[config.mk]
export PLATFORM = sky130hd
export DESIGN_NAME = serial_adc_regport
export DESIGN_NICKNAME = d
export VERILOG_FILES = /design/src/rtl/sadc_pkg.sv /design/src/rtl/sadc_sync.sv /design/src/rtl/sadc_rx.sv /design/src/rtl/sadc_regs.sv /design/src/rtl/sadc_tx.sv /design/src/rtl/serial_adc_regport.sv
export SDC_FILE = /design/constraint.sdc
export NUM_CORES = 1
export LEC_CHECK = 0
export ABC_AREA = 0
export ABC_CLOCK_PERIOD_IN_PS = 5000
export BUFFER_PORTS_ARGS = -buffer_cell sky130_fd_sc_hd__buf_2
export CORE_MARGIN = 4
export CORE_UTILIZATION = 47
export DETAILED_ROUTE_END_ITERATION = 8
export PLACE_DENSITY_LB_ADDON = 0.15
export SLEW_MARGIN = 10
export SYNTH_ARGS = -nofsm -noshare
export SYNTH_HDL_FRONTEND = slang
export SYNTH_SLANG_ARGS = --single-unit
[constraint.sdc]
create_clock -name clk_i -period 5 [get_ports clk_i]
set_input_delay 1 -clock clk_i [delete_from_list [all_inputs] [get_ports clk_i]]
set_output_delay 1 -clock clk_i [all_outputs]
set_load 0.01 [all_outputs]
[src/rtl/sadc_pkg.sv]
package sadc_pkg;
  localparam int unsigned FRAME_W  = 16;
  localparam int unsigned ADDR_W   = 2;
  localparam int unsigned DATA_W   = FRAME_W - ADDR_W;
  localparam int unsigned CNT_W    = $clog2(FRAME_W + 1);
  localparam int unsigned RSEL_LSB = 6;

  typedef enum logic [ADDR_W-1:0] {
    WA_NOP  = 2'b00,
    WA_TEST = 2'b01,
    WA_CAL  = 2'b10,
    WA_CTRL = 2'b11
  } wr_addr_e;

  typedef enum logic [1:0] {
    RS_CONV = 2'b00,
    RS_TEST = 2'b01,
    RS_CAL  = 2'b10,
    RS_STAT = 2'b11
  } rd_sel_e;
endpackage

[src/rtl/sadc_sync.sv]
module sadc_sync #(
  parameter int unsigned W      = 3,
  parameter int unsigned STAGES = 2,
  parameter logic [W-1:0] RST_VAL = '0
) (
  input  logic         clk_i,
  input  logic         rst_ni,
  input  logic [W-1:0] d_i,
  output logic [W-1:0] q_o
);
  logic [W-1:0] st_q [STAGES];

  for (genvar g = 0; g < STAGES; g++) begin : g_stage
    always_ff @(posedge clk_i or negedge rst_ni) begin
      if (!rst_ni) st_q[g] <= RST_VAL;
      else if (g == 0) st_q[g] <= d_i;
      else st_q[g] <= st_q[(g == 0) ? 0 : g-1];
    end
  end

  assign q_o = st_q[STAGES-1];
endmodule

[src/rtl/sadc_rx.sv]
module sadc_rx
  import sadc_pkg::*;
#(
  parameter int unsigned FW = FRAME_W,
  localparam int unsigned CW = $clog2(FW + 1)
) (
  input  logic          clk_i,
  input  logic          rst_ni,
  input  logic          frame_act_i,
  input  logic          rise_i,
  input  logic          sdi_i,
  output logic          commit_o,
  output logic [FW-1:0] word_o,
  output logic [CW-1:0] bit_cnt_o
);
  logic [FW-1:0] sh_q;
  logic [CW-1:0] cnt_q;
  logic          take;

  assign take = frame_act_i && rise_i && (cnt_q < CW'(FW));

  always_ff @(posedge clk_i or negedge rst_ni) begin
    if (!rst_ni) begin
      sh_q     <= '0;
      cnt_q    <= '0;
      commit_o <= 1'b0;
      word_o   <= '0;
    end else begin
      commit_o <= 1'b0;
      if (!frame_act_i) begin
        cnt_q <= '0;
      end else if (take) begin
        sh_q  <= {sh_q[FW-2:0], sdi_i};
        cnt_q <= cnt_q + 1'b1;
        if (cnt_q == CW'(FW - 1)) begin
          commit_o <= 1'b1;
          word_o   <= {sh_q[FW-2:0], sdi_i};
        end
      end
    end
  end

  assign bit_cnt_o = cnt_q;
endmodule

[src/rtl/sadc_regs.sv]
module sadc_regs
  import sadc_pkg::*;
#(
  parameter int unsigned FW = FRAME_W,
  parameter int unsigned AW = ADDR_W,
  localparam int unsigned DW = FW - AW
) (
  input  logic          clk_i,
  input  logic          rst_ni,
  input  logic          commit_i,
  input  logic [FW-1:0] word_i,
  output logic [DW-1:0] ctrl_o,
  output logic [DW-1:0] test_o,
  output logic          cal_wr_o,
  output logic [DW-1:0] cal_wdata_o
);
  wr_addr_e      addr;
  logic [DW-1:0] data;

  assign addr = wr_addr_e'(word_i[FW-1 -: AW]);
  assign data = word_i[DW-1:0];

  always_ff @(posedge clk_i or negedge rst_ni) begin
    if (!rst_ni) begin
      ctrl_o      <= '0;
      test_o      <= '0;
      cal_wr_o    <= 1'b0;
      cal_wdata_o <= '0;
    end else begin
      cal_wr_o <= 1'b0;
      if (commit_i) begin
        unique case (addr)
          WA_CTRL: ctrl_o <= data;
          WA_TEST: test_o <= data;
          WA_CAL: begin
            cal_wr_o    <= 1'b1;
            cal_wdata_o <= data;
          end
          default: ;
        endcase
      end
    end
  end
endmodule

[src/rtl/sadc_tx.sv]
module sadc_tx
  import sadc_pkg::*;
#(
  parameter int unsigned FW = FRAME_W
) (
  input  logic          clk_i,
  input  logic          rst_ni,
  input  logic          start_i,
  input  logic          frame_act_i,
  input  logic          fall_i,
  input  logic [FW-1:0] load_i,
  output logic          bit_o
);
  logic [FW-1:0] sh_q;

  always_ff @(posedge clk_i or negedge rst_ni) begin
    if (!rst_ni) sh_q <= '0;
    else if (start_i) sh_q <= load_i;
    else if (frame_act_i && fall_i) sh_q <= {sh_q[FW-2:0], 1'b0};
  end

  assign bit_o = sh_q[FW-1];
endmodule

[src/rtl/serial_adc_regport.sv]
module serial_adc_regport
  import sadc_pkg::*;
#(
  parameter int unsigned FW       = FRAME_W,
  parameter int unsigned AW       = ADDR_W,
  parameter int unsigned SYNC_STG = 2,
  localparam int unsigned DW = FW - AW,
  localparam int unsigned CW = $clog2(FW + 1)
) (
  input  logic          clk_i,
  input  logic          rst_ni,
  input  logic          frame_n_i,
  input  logic          sclk_i,
  input  logic          sdi_i,
  input  logic [DW-1:0] conv_data_i,
  input  logic [FW-1:0] status_i,
  input  logic [DW-1:0] cal_data_i,
  output logic          sdo_o,
  output logic          sdo_oe_o,
  output logic [DW-1:0] ctrl_o,
  output logic [1:0]    rd_sel_o,
  output logic          cal_wr_o,
  output logic [DW-1:0] cal_wdata_o
);
  localparam logic [2:0] SYNC_RST = 3'b100;

  logic [2:0]    s;
  logic          frame_act, sclk_s, sdi_s;
  logic          sclk_prev_q, frame_prev_q;
  logic          sclk_rise, sclk_fall, frame_start;
  logic          commit;
  logic [FW-1:0] word;
  logic [CW-1:0] bit_cnt;
  logic [DW-1:0] test_w;
  logic [FW-1:0] rd_word;
  logic          tx_bit;

  sadc_sync #(.W(3), .STAGES(SYNC_STG), .RST_VAL(SYNC_RST)) u_sync (
    .clk_i (clk_i),
    .rst_ni(rst_ni),
    .d_i   ({frame_n_i, sclk_i, sdi_i}),
    .q_o   (s)
  );

  assign frame_act = ~s[2];
  assign sclk_s    = s[1];
  assign sdi_s     = s[0];

  always_ff @(posedge clk_i or negedge rst_ni) begin
    if (!rst_ni) begin
      sclk_prev_q  <= 1'b0;
      frame_prev_q <= 1'b0;
    end else begin
      sclk_prev_q  <= sclk_s;
      frame_prev_q <= frame_act;
    end
  end

  assign sclk_rise   = sclk_s & ~sclk_prev_q;
  assign sclk_fall   = ~sclk_s & sclk_prev_q;
  assign frame_start = frame_act & ~frame_prev_q;

  sadc_rx #(.FW(FW)) u_rx (
    .clk_i      (clk_i),
    .rst_ni     (rst_ni),
    .frame_act_i(frame_act),
    .rise_i     (sclk_rise),
    .sdi_i      (sdi_s),
    .commit_o   (commit),
    .word_o     (word),
    .bit_cnt_o  (bit_cnt)
  );

  sadc_regs #(.FW(FW), .AW(AW)) u_regs (
    .clk_i      (clk_i),
    .rst_ni     (rst_ni),
    .commit_i   (commit),
    .word_i     (word),
    .ctrl_o     (ctrl_o),
    .test_o     (test_w),
    .cal_wr_o   (cal_wr_o),
    .cal_wdata_o(cal_wdata_o)
  );

  assign rd_sel_o = ctrl_o[RSEL_LSB +: 2];

  always_comb begin
    unique case (rd_sel_e'(rd_sel_o))
      RS_STAT: rd_word = status_i;
      RS_TEST: rd_word = {{AW{1'b0}}, test_w};
      RS_CAL:  rd_word = {{AW{1'b0}}, cal_data_i};
      default: rd_word = {{AW{1'b0}}, conv_data_i};
    endcase
  end

  sadc_tx #(.FW(FW)) u_tx (
    .clk_i      (clk_i),
    .rst_ni     (rst_ni),
    .start_i    (frame_start),
    .frame_act_i(frame_act),
    .fall_i     (sclk_fall),
    .load_i     (rd_word),
    .bit_o      (tx_bit)
  );

  assign sdo_oe_o = frame_act;
  assign sdo_o    = frame_act & tx_bit;
endmodule

Yosys cells after proc, flatten, opt, wreduce, memory -nomap -nowiden
Index checks and enable logic that the tools add are counted.
{ "classes": {"n_addsub": 1, "mul": 0, "div": 0, "order_cmp": 1, "n_eq_ne": 7, "n_shift": 0, "muxes": 10, "bitwise_logic": 8, "n_reduce_logical": 10} }
{ "ops": {"columns": ["op", "n"], "rows": [
  ["16-bit one-hot mux with 3 select lines", 1],
  ["16-bit 2-to-1 mux", 2],
  ["5-bit 2-to-1 mux", 2],
  ["2-bit == test (second input constant)", 4],
  ["2-bit AND reduction", 4],
  ["5-bit by 1-bit adder with 5-bit output (second input constant)", 1],
  ["5-bit by 4-bit == test with 1-bit output (second input constant)", 1],
  ["5-bit less-than comparator (second input constant)", 1],
  ["1-bit 2-to-1 mux", 5],
  ["1-bit AND", 4],
  ["2-bit by 1-bit == test with 1-bit output (second input constant)", 2],
  ["1-bit inverter", 4],
  ["2-bit nonzero test", 2],
  ["1-bit logical AND", 3],
  ["3-bit AND reduction", 1]
]} }
{ "totals": {"reg_bits": 104, "latchBits": 0, "ramBits": 0, "romBits": 0, "word_cells": 50, "memories": 0} }

Logic depth before layout (Yosys ltp)
Gate-level depths: netlist of the first run.
{ "logic_depth": {"word_depth": 6, "ltp_mapped": 6} }

By module
Synthesis of the first run repeated with hierarchy kept, for this count alone.
{ "hier_totals": {"hier_cells": 311, "area_unflattened_um2": 4728.3} }
{ "modules_own_cells": {"columns": ["module", "instances", "cells_per_inst", "area_each_um2"], "rows": [
  ["sadc_regs", 1, 92, 1674.1],
  ["sadc_rx", 1, 92, 1475.2],
  ["sadc_tx", 1, 89, 917.1],
  ["serial_adc_regport", 1, 29, 486.7],
  ["sadc_sync", 1, 9, 175.2]
]} }

Worst setup path after synthesis of the first run
No wires, ideal clock.
{ "synth_path": {"path_kind": "register to output", "from": "reg u_sync.st_q, in the netlist u_sync.q_o[2]", "to": "out sdo_oe_o", "arrival_ns": 0.770, "required_time_ns": 4.000, "slack_ns": 3.230, "path_stages_with_launch": 3, "path_buffers": 1, "cell_sequence": "dfstp_2 -> buf_6 -> inv_1"} }
{ "synth_between": {"elab_chain_len": 1} }
{ "synth_rtl": {"columns": ["element", "line", "rtl"], "rows": [
  ["start: declaration", "sadc_sync.sv:11", "logic [W-1:0] st_q [STAGES];"],
  ["start signal: indexed assignment", "sadc_sync.sv:16", "else if (g == 0) st_q[g] <= d_i;"],
  ["start signal: indexed assignment", "sadc_sync.sv:17", "else st_q[g] <= st_q[(g == 0) ? 0 : g-1];"],
  ["1-bit inverter (no source line)", null, null],
  ["end: declaration", "serial_adc_regport.sv:19", "output logic sdo_oe_o,"]
]} }
No other way between the ends.

Worst setup path after layout of the first run
{ "layout_path": {"from": "reg u_sync.st_q, in the netlist u_sync.q_o[2]", "to": "reg u_rx.word_o[12]"} }
{ "layout_between": {"elab_chain_len": 4} }
{ "layout_rtl": {"columns": ["element", "line", "rtl"], "rows": [
  ["1-bit inverter (no source line) (*)", null, null],
  ["1-bit logical AND (2 in series)", "sadc_rx.sv:20", "assign take = frame_act_i && rise_i && (cnt_q < CW'(FW));"],
  ["3-bit AND reduction (no source line) (*)", null, null],
  ["end signal: assignment", "sadc_rx.sv:37", "word_o <= {sh_q[FW-2:0], sdi_i};"],
  ["end: declaration", "sadc_rx.sv:13", "output logic [FW-1:0] word_o,"]
]} }
Every way passes the cells marked *; elsewhere a longest branch is shown, timed or not.
A chain may end at the register's enable or synchronous reset.

==> results.yml, run 1 <==
yosys:
  synth_top_area_cell: "dfrtp_1"
  ys.flop_type: "dfrtp_1"
  synth_edf_count: 0
  synth-seq-cells: 104
  synth_area_um2: 4380
  synth_nets: 341
  synth_cells: 290
  ys_seq_area_share_pct: 59.47
  synth_area_leaders: "dfrtp_1 58%, mux2_2 17%, mux2i_1 6.6%, o221a_2 3.3%, mux2_4 3.1%"
  post_synth.cell_area_avg_um2: 15.11
  ys_warn_count: 0
  synth.top_cell.area_share_pct: 58.27
  async_reset_ff_share_pct: 100.0
  ys_types: 31
power:
  power.share.sequential_pct: 59.3
  power_frac_comb_pct: 7.2
  swShare_pct: 23.49
  max-vdd-ir-drop_mv: 0.1773
  power.leakage_nw: 2.552
  pwr-share-clk_pct: 33.5
  intPower_mw: 1.206
  switchingPower_mw: 0.3704
  power_density_nw_per_um2: 312.7
layout:
  final_core_util_pct: 56.70
  multi_input_area_um2: 1648
  drive_gt1_share_pct: 52.42
  fillers: 744
  synthToLayoutAreaGrowth_pct: 15.08
  seq_area_um2: 2605
  diodes: 0
  nNetsFinal: 418
clocking:
  htree_levels: 3
  insertion_delay_ps: 360
  cts-root-buf: "clkbuf_8"
  cts_tree: "built"
  cts_max_path_buffers: 2
  cts_sinks: 104
  ctsResizeCount: 0
  cts_made_buffers: 9
  ctsHoldBuffers: 0
  post_cts_buffers: 0
  clk_pin_slew_ps: 100
critical_path:
  path_class: "register to register"
  worstSetupStartpointType: "register"
  reg2reg_depth: 3
  critical-path-max-stage-delay_ps: 1020
  crit_buf_inv: 0
  reg2reg_slack_ps: 2400
  worstPathRequired_ps: 5250
  crit-reg2reg-capture: "u_rx.word_o[12]"
  cp_max_fo: 21
  cp_slowest_cell: "nor4b_4"
  path_cells: "nor4b_4 > nand2_2 > mux2_4"
  cp_top_family: "simple AND/OR/NAND/NOR gates"
  timing.rr.start: "u_sync.q_o[2]"
  cp_data_arrival_time_ps: 2850
  worstSetupEndpointType: "register"
route:
  dr.pass1.iters: 4
  ant_nets: 0
  drc: 0
  vias: 2615
  wire_per_inst_um: 17.65
  routed_wl_um: 8473
  viasPerCell: 5.448
  drtIter0Drc: 141
timing:
  final-setup-viol-count: 0
  skew_ps: 11.32
  min_period_ps: 2603
  setup_tns_ps: 0
  fin_crit_sh_pct: 52.06
  finalMaxSlewViolations: 0
  tightest_slew_ps: 1162
  hold_viol_final: 0
  fin_ws_ps: 2397
  fmax_mhz: 384.2
  rsz0062_at_grt: "no"
  relSlewSlack_pct: 22.22
floorplanning:
  rows: 34
  start_util_pct: 49.27
  die_w_um: 104.5
  die-area_um2: 10930
  coreArea_um2: 8891
  die_y_um: 104.5
  io_pins: 82
global_routing:
  grt.overflow.total: 0
  antenna_found_initial: 0
  grt_use_total_pct: 16.45
  grt_max_degree: 60
  grt_pass1_vias: 2805
  grt_pass1_wl_um: 14500
min_path:
  whs_endpoint: "u_sync.q_o[0]"
  hp-start: "u_sync.st_q[3]"
  holdCritPathClass: "register to register"
  whs_path_depth: 0
placed_design:
  portBuffers: 81
  dpl.hpwl_um: 6075
  dp_slack_ps: 2368
  gp_congestion: 0.7218
status:
  status: "completed"
flow_run:
  drv_cap: 0
==> placed cells by master, fill, tap and decap left out, drive strengths merged <==
master and instances:
a21oi 1, a22oi 16, a32oi 2, and3 1, buf 83, bufinv 1
clkbuf 10, clkinv 4, dfrtp 102, dfstp 2, ha 2, inv 8
mux2 75, mux2i 29, nand2 7, nand2b 1, nand3 1, nand3b 2
nand4 1, nor2b 1, nor3 1, nor3b 2, nor4b 1, o21ai 4
o221a 13, o22ai 1, or3 1
==> layer usage <==
layer	vias up	share of wire (%)	GRT usage (%)	wire, um
met1	1319	48	22.93	4064
met5	-	0	0	0
met2	61	46	25.65	3916
li1	1226	-	-	-
met4	0	0.96	4.274	81
met3	9	4.8	4.562	410
==> final cells by class <==
type | count | share of cell area (%)
Clock buffer | 10 | 2.730
Timing Repair Buffer | 83 | 8.389
Inverter | 7 | 0.5212
Clock inverter | 6 | 1.315
Multi-Input combinational cell | 162 | 32.69
Tap cell | 108 | 2.681
Sequential cell | 104 | 51.68
==> registers in the layout, indices dropped and copies added, names as in the netlist <==
name,flops
u_regs.cal_wr_o,1
u_sync.st_q,3
u_sync.q_o,3
u_rx.bit_cnt_o,5
u_regs.test_o,14
u_regs.ctrl_o,14
u_rx.commit_o,1
u_tx.sh_q,16
sclk_prev_q,1
frame_prev_q,1
u_rx.sh_q,15
u_rx.word_o,16
u_regs.cal_wdata_o,14
==> cells by family after synthesis <==
family                     Yosys count  synth area share [%]
and+or+nand+nor                     19                 3.171
muxes                              104                 26.68
buffers and inverters               24                 2.913
adders and majority gates            2                0.5712
DFF                                104                 59.47
AOI/OAI and AO/OA                   37                 7.198
==> power groups by stage <==
stage	clock [mW]	sequential [mW]	combinational, mW
after floorplan	0	0.936	0.0719
after global placement	0	0.950	0.113
after detailed placement	0	0.952	0.116
after CTS	0.544	0.936	0.117
after global routing	0.576	0.943	0.130
final	0.527	0.935	0.114
==> worst reg2reg max path: stages (launching register included) <==
cell     delay [ps]
dfstp_2         450
nor4b_4        1030
nand2_2         560
mux2_4          450
==> through the flow <==
step / power, mW / hold WS [ps] / instances / instance area [um^2]
3_5_place_dp: 1.068 / 340.2 / 464 / 4837
3_3_place_gp: 1.063 / 334.9 / 464 / 4837
2_1_floorplan: 1.008 / 331.2 / 290 / 4380
5_1_grt: 1.649 / 377.6 / 480 / 5041
6_report: 1.577 / 362.9 / 480 / 5041
4_1_cts: 1.597 / 364.1 / 480 / 5041
==> Yosys cell counts, types with 4 or more instances <==
cell type and count:
o21ai_0 4, nand2_1 6, mux2i_1 29, mux2_4 9
o221a_2 13, buf_2 12, a22oi_1 16, mux2_2 66
inv_1 6, dfrtp_1 102
==> how the worst max path moves through the flow <==
| stage | start | to | slack (ps) | depth (start not counted) |
|---|---|---|---|---|
| floorplan | u_sync.q_o[2] | sdo_oe_o | 3230 | 2 |
| global placement | u_sync.q_o[2] | u_rx.word_o[9] | 2430 | 3 |
| detailed placement | u_sync.q_o[2] | u_rx.word_o[10] | 2370 | 3 |
| CTS | u_sync.q_o[2] | u_rx.word_o[10] | 2330 | 3 |
| global route | u_sync.q_o[2] | u_rx.word_o[12] | 2170 | 3 |
| finish | u_sync.q_o[2] | u_rx.word_o[12] | 2400 | 3 |
No activity file was read; power rests on OpenSTA's default activity.
==> run 2, diff against run 1 <==
--- a/config.mk
+++ b/config.mk
@@ -6,7 +6,7 @@
 export NUM_CORES = 1
 export LEC_CHECK = 0
 export ABC_AREA = 0
-export ABC_CLOCK_PERIOD_IN_PS = 5000
+export ABC_CLOCK_PERIOD_IN_PS = 2130
 export BUFFER_PORTS_ARGS = -buffer_cell sky130_fd_sc_hd__buf_2
 export CORE_MARGIN = 4
 export CORE_UTILIZATION = 47
==> constraint.sdc (replaced) <==
create_clock -name clk_i -period 2.13 [get_ports clk_i]
set_input_delay 0.426 -clock clk_i [delete_from_list [all_inputs] [get_ports clk_i]]
set_output_delay 0.426 -clock clk_i [all_outputs]
set_load 0.01 [all_outputs]
==> run 2 against run 1 <==
Clock power up 120%. Sequential share of layout area shrank 0.56 points. Sequential power grew 130%. Critical endpoint is now ctrl_o[6]. Sequential cell count is the same. Register-to-register slack got worse by 2100 ps. First-iteration DRC count down 23%. Power rose by 130%. Largest cell class unchanged.
==> results.yml, run 2 (synthesis gave the netlist of run 1 again) <==
global_routing:
  antenna_found_initial: 0
  grtUsageMet1_pct: 23.20
  grt_pass1_vias: 2656
  grt.met3_usage_pct: 4.686
  grt_max_degree: 42
  top_usage_layer: "met2"
  grt_use_total_pct: 16.43
  use_met2_pct: 25.32
  grt.overflow.total: 0
  grt_pass1_wl_um: 14430
timing:
  relSlewSlack_pct: 37.22
  holdWs_ps: 46.69
  finalMaxSlewViolations: 0
  fin_crit_sh_pct: 91.18
  rsz0062_at_grt: "no"
  hold_viol_final: 0
  setup_tns_ps: 0
  tightest_slew_ps: 937.6
  final-setup-viol-count: 0
  skew_ps: 10.25
  min_period_ps: 1942
  fmax_mhz: 514.9
floorplanning:
  start_util_pct: 49.27
  die_w_um: 104.5
  rows: 34
  io_pins: 82
  die_y_um: 104.5
  die-area_um2: 10930
  coreArea_um2: 8891
critical_path:
  worstSetupEndpointType: "primary output"
  cp_data_arrival_time_ps: 1520
  critical-path-max-stage-delay_ps: 580
  worstSetupStartpointType: "register"
  path_cells: "buf_4 > buf_2"
  worstPathRequired_ps: 1700
  crit_buf_inv: 2
  path_class: "register to primary output"
  cp_slowest_cell: "dfrtp_1"
  cp_max_fo: 19
  cp_top_family: "buffers and inverters"
layout:
  final_common_cell: "dfrtp_1"
  diodes: 0
  final_cells: 487
  reg_top3: "u_rx.word_o (16), u_tx.sh_q (16), u_rx.sh_q (15)"
  mostFrequentLayoutCells: "102 x dfrtp_1, 80 x buf_2, 66 x mux2_2"
  nNetsFinal: 425
  synthToLayoutAreaGrowth_pct: 16.34
  drive_gt1_share_pct: 53.03
clocking:
  post_cts_buffers: 0
  cts_max_path_buffers: 2
  ctsResizeCount: 0
  cts_sinks: 104
  cts_made_buffers: 9
  ctsHoldBuffers: 0
  cts-root-buf: "clkbuf_8"
  cts_tree: "built"
  htree_levels: 3
  clk_pin_slew_ps: 90
  insertion_delay_ps: 360
route:
  dr.pass1.iters: 4
  viasPerCell: 5.357
  ant_nets: 0
  routed_wl_um: 8478
  vias: 2609
  drtIter0Drc: 108
  drc: 0
  wire_per_inst_um: 17.41
placed_design:
  dp.cells: 471
  portBuffers: 81
  gp_congestion: 0.7022
  dpl.hpwl_um: 6144
power:
  power_density_nw_per_um2: 708.2
  power.share.sequential_pct: 60.8
  swShare_pct: 24.41
  pwr-share-clk_pct: 31.5
  power.leakage_nw: 2.576
  switchingPower_mw: 0.8810
  power_frac_comb_pct: 7.7
  intPower_mw: 2.728
  max-vdd-ir-drop_mv: 0.3392
  power_mw: 3.609
flow_run:
  drv_cap: 0
status:
  status: "completed"
min_path:
  holdCritPathClass: "input pin to async pin"
## run 2: cell count changes in the layout (fill, tap and decap cells not counted), sizes merged
cell	change
clkinvlp	+2
inv	+1
clkbuf	+1
buf	+7
clkinv	-3
bufinv	-1
## run 2: power groups by stage
stage / clock network [mW] / registers [mW] / logic [mW]
final: 1.14 / 2.19 / 0.277
after global routing: 1.26 / 2.22 / 0.317
after CTS: 1.18 / 2.19 / 0.285
after detailed placement: 0 / 2.23 / 0.285
after global placement: 0 / 2.23 / 0.274
after floorplan: 0 / 2.20 / 0.169
## run 2: final timing paths
path,slack (ps),endpoint,startpoint,cells after the start
max in group asynchronous,1460,u_sync.q_o[2],rst_ni,2
max,190,ctrl_o[6],u_regs.ctrl_o[6],2
min,50,u_tx.sh_q[2],rst_ni,1
min reg2reg,350,u_sync.q_o[1],u_sync.st_q[4],0
max reg2reg,250,u_rx.word_o[4],u_rx.bit_cnt_o[0],5
min in group clk_i,150,u_sync.st_q[5],frame_n_i,1
## run 2: final cells by class
cell class	count	area, um^2
inverter	7	26.28
sequential	104	2605
timing repair buffer	90	500.5
fill	734	3795
clock inverter	5	40.04
multi-input combinational	162	1648
tap	108	135.1
clock buffer	11	141.4
## run 2: metrics by stage
step / worst slack (ps) / area, um^2 / util, %
4_1_cts: 171.6 / 5096 / 57.32
3_3_place_gp: 291.2 / 4915 / 55.28
3_5_place_dp: 249.1 / 4915 / 55.28
6_report: 187.8 / 5096 / 57.32
2_1_floorplan: 451.0 / 4380 / -
5_1_grt: 115.0 / 5096 / 57.32
## run 2: routing by layer
metal  part of all wire, %  up-vias
met4                  0.87        0
met5                     0        -
met2                    46       52
met3                   4.1        7
li1                      -     1245
met1                    49     1305
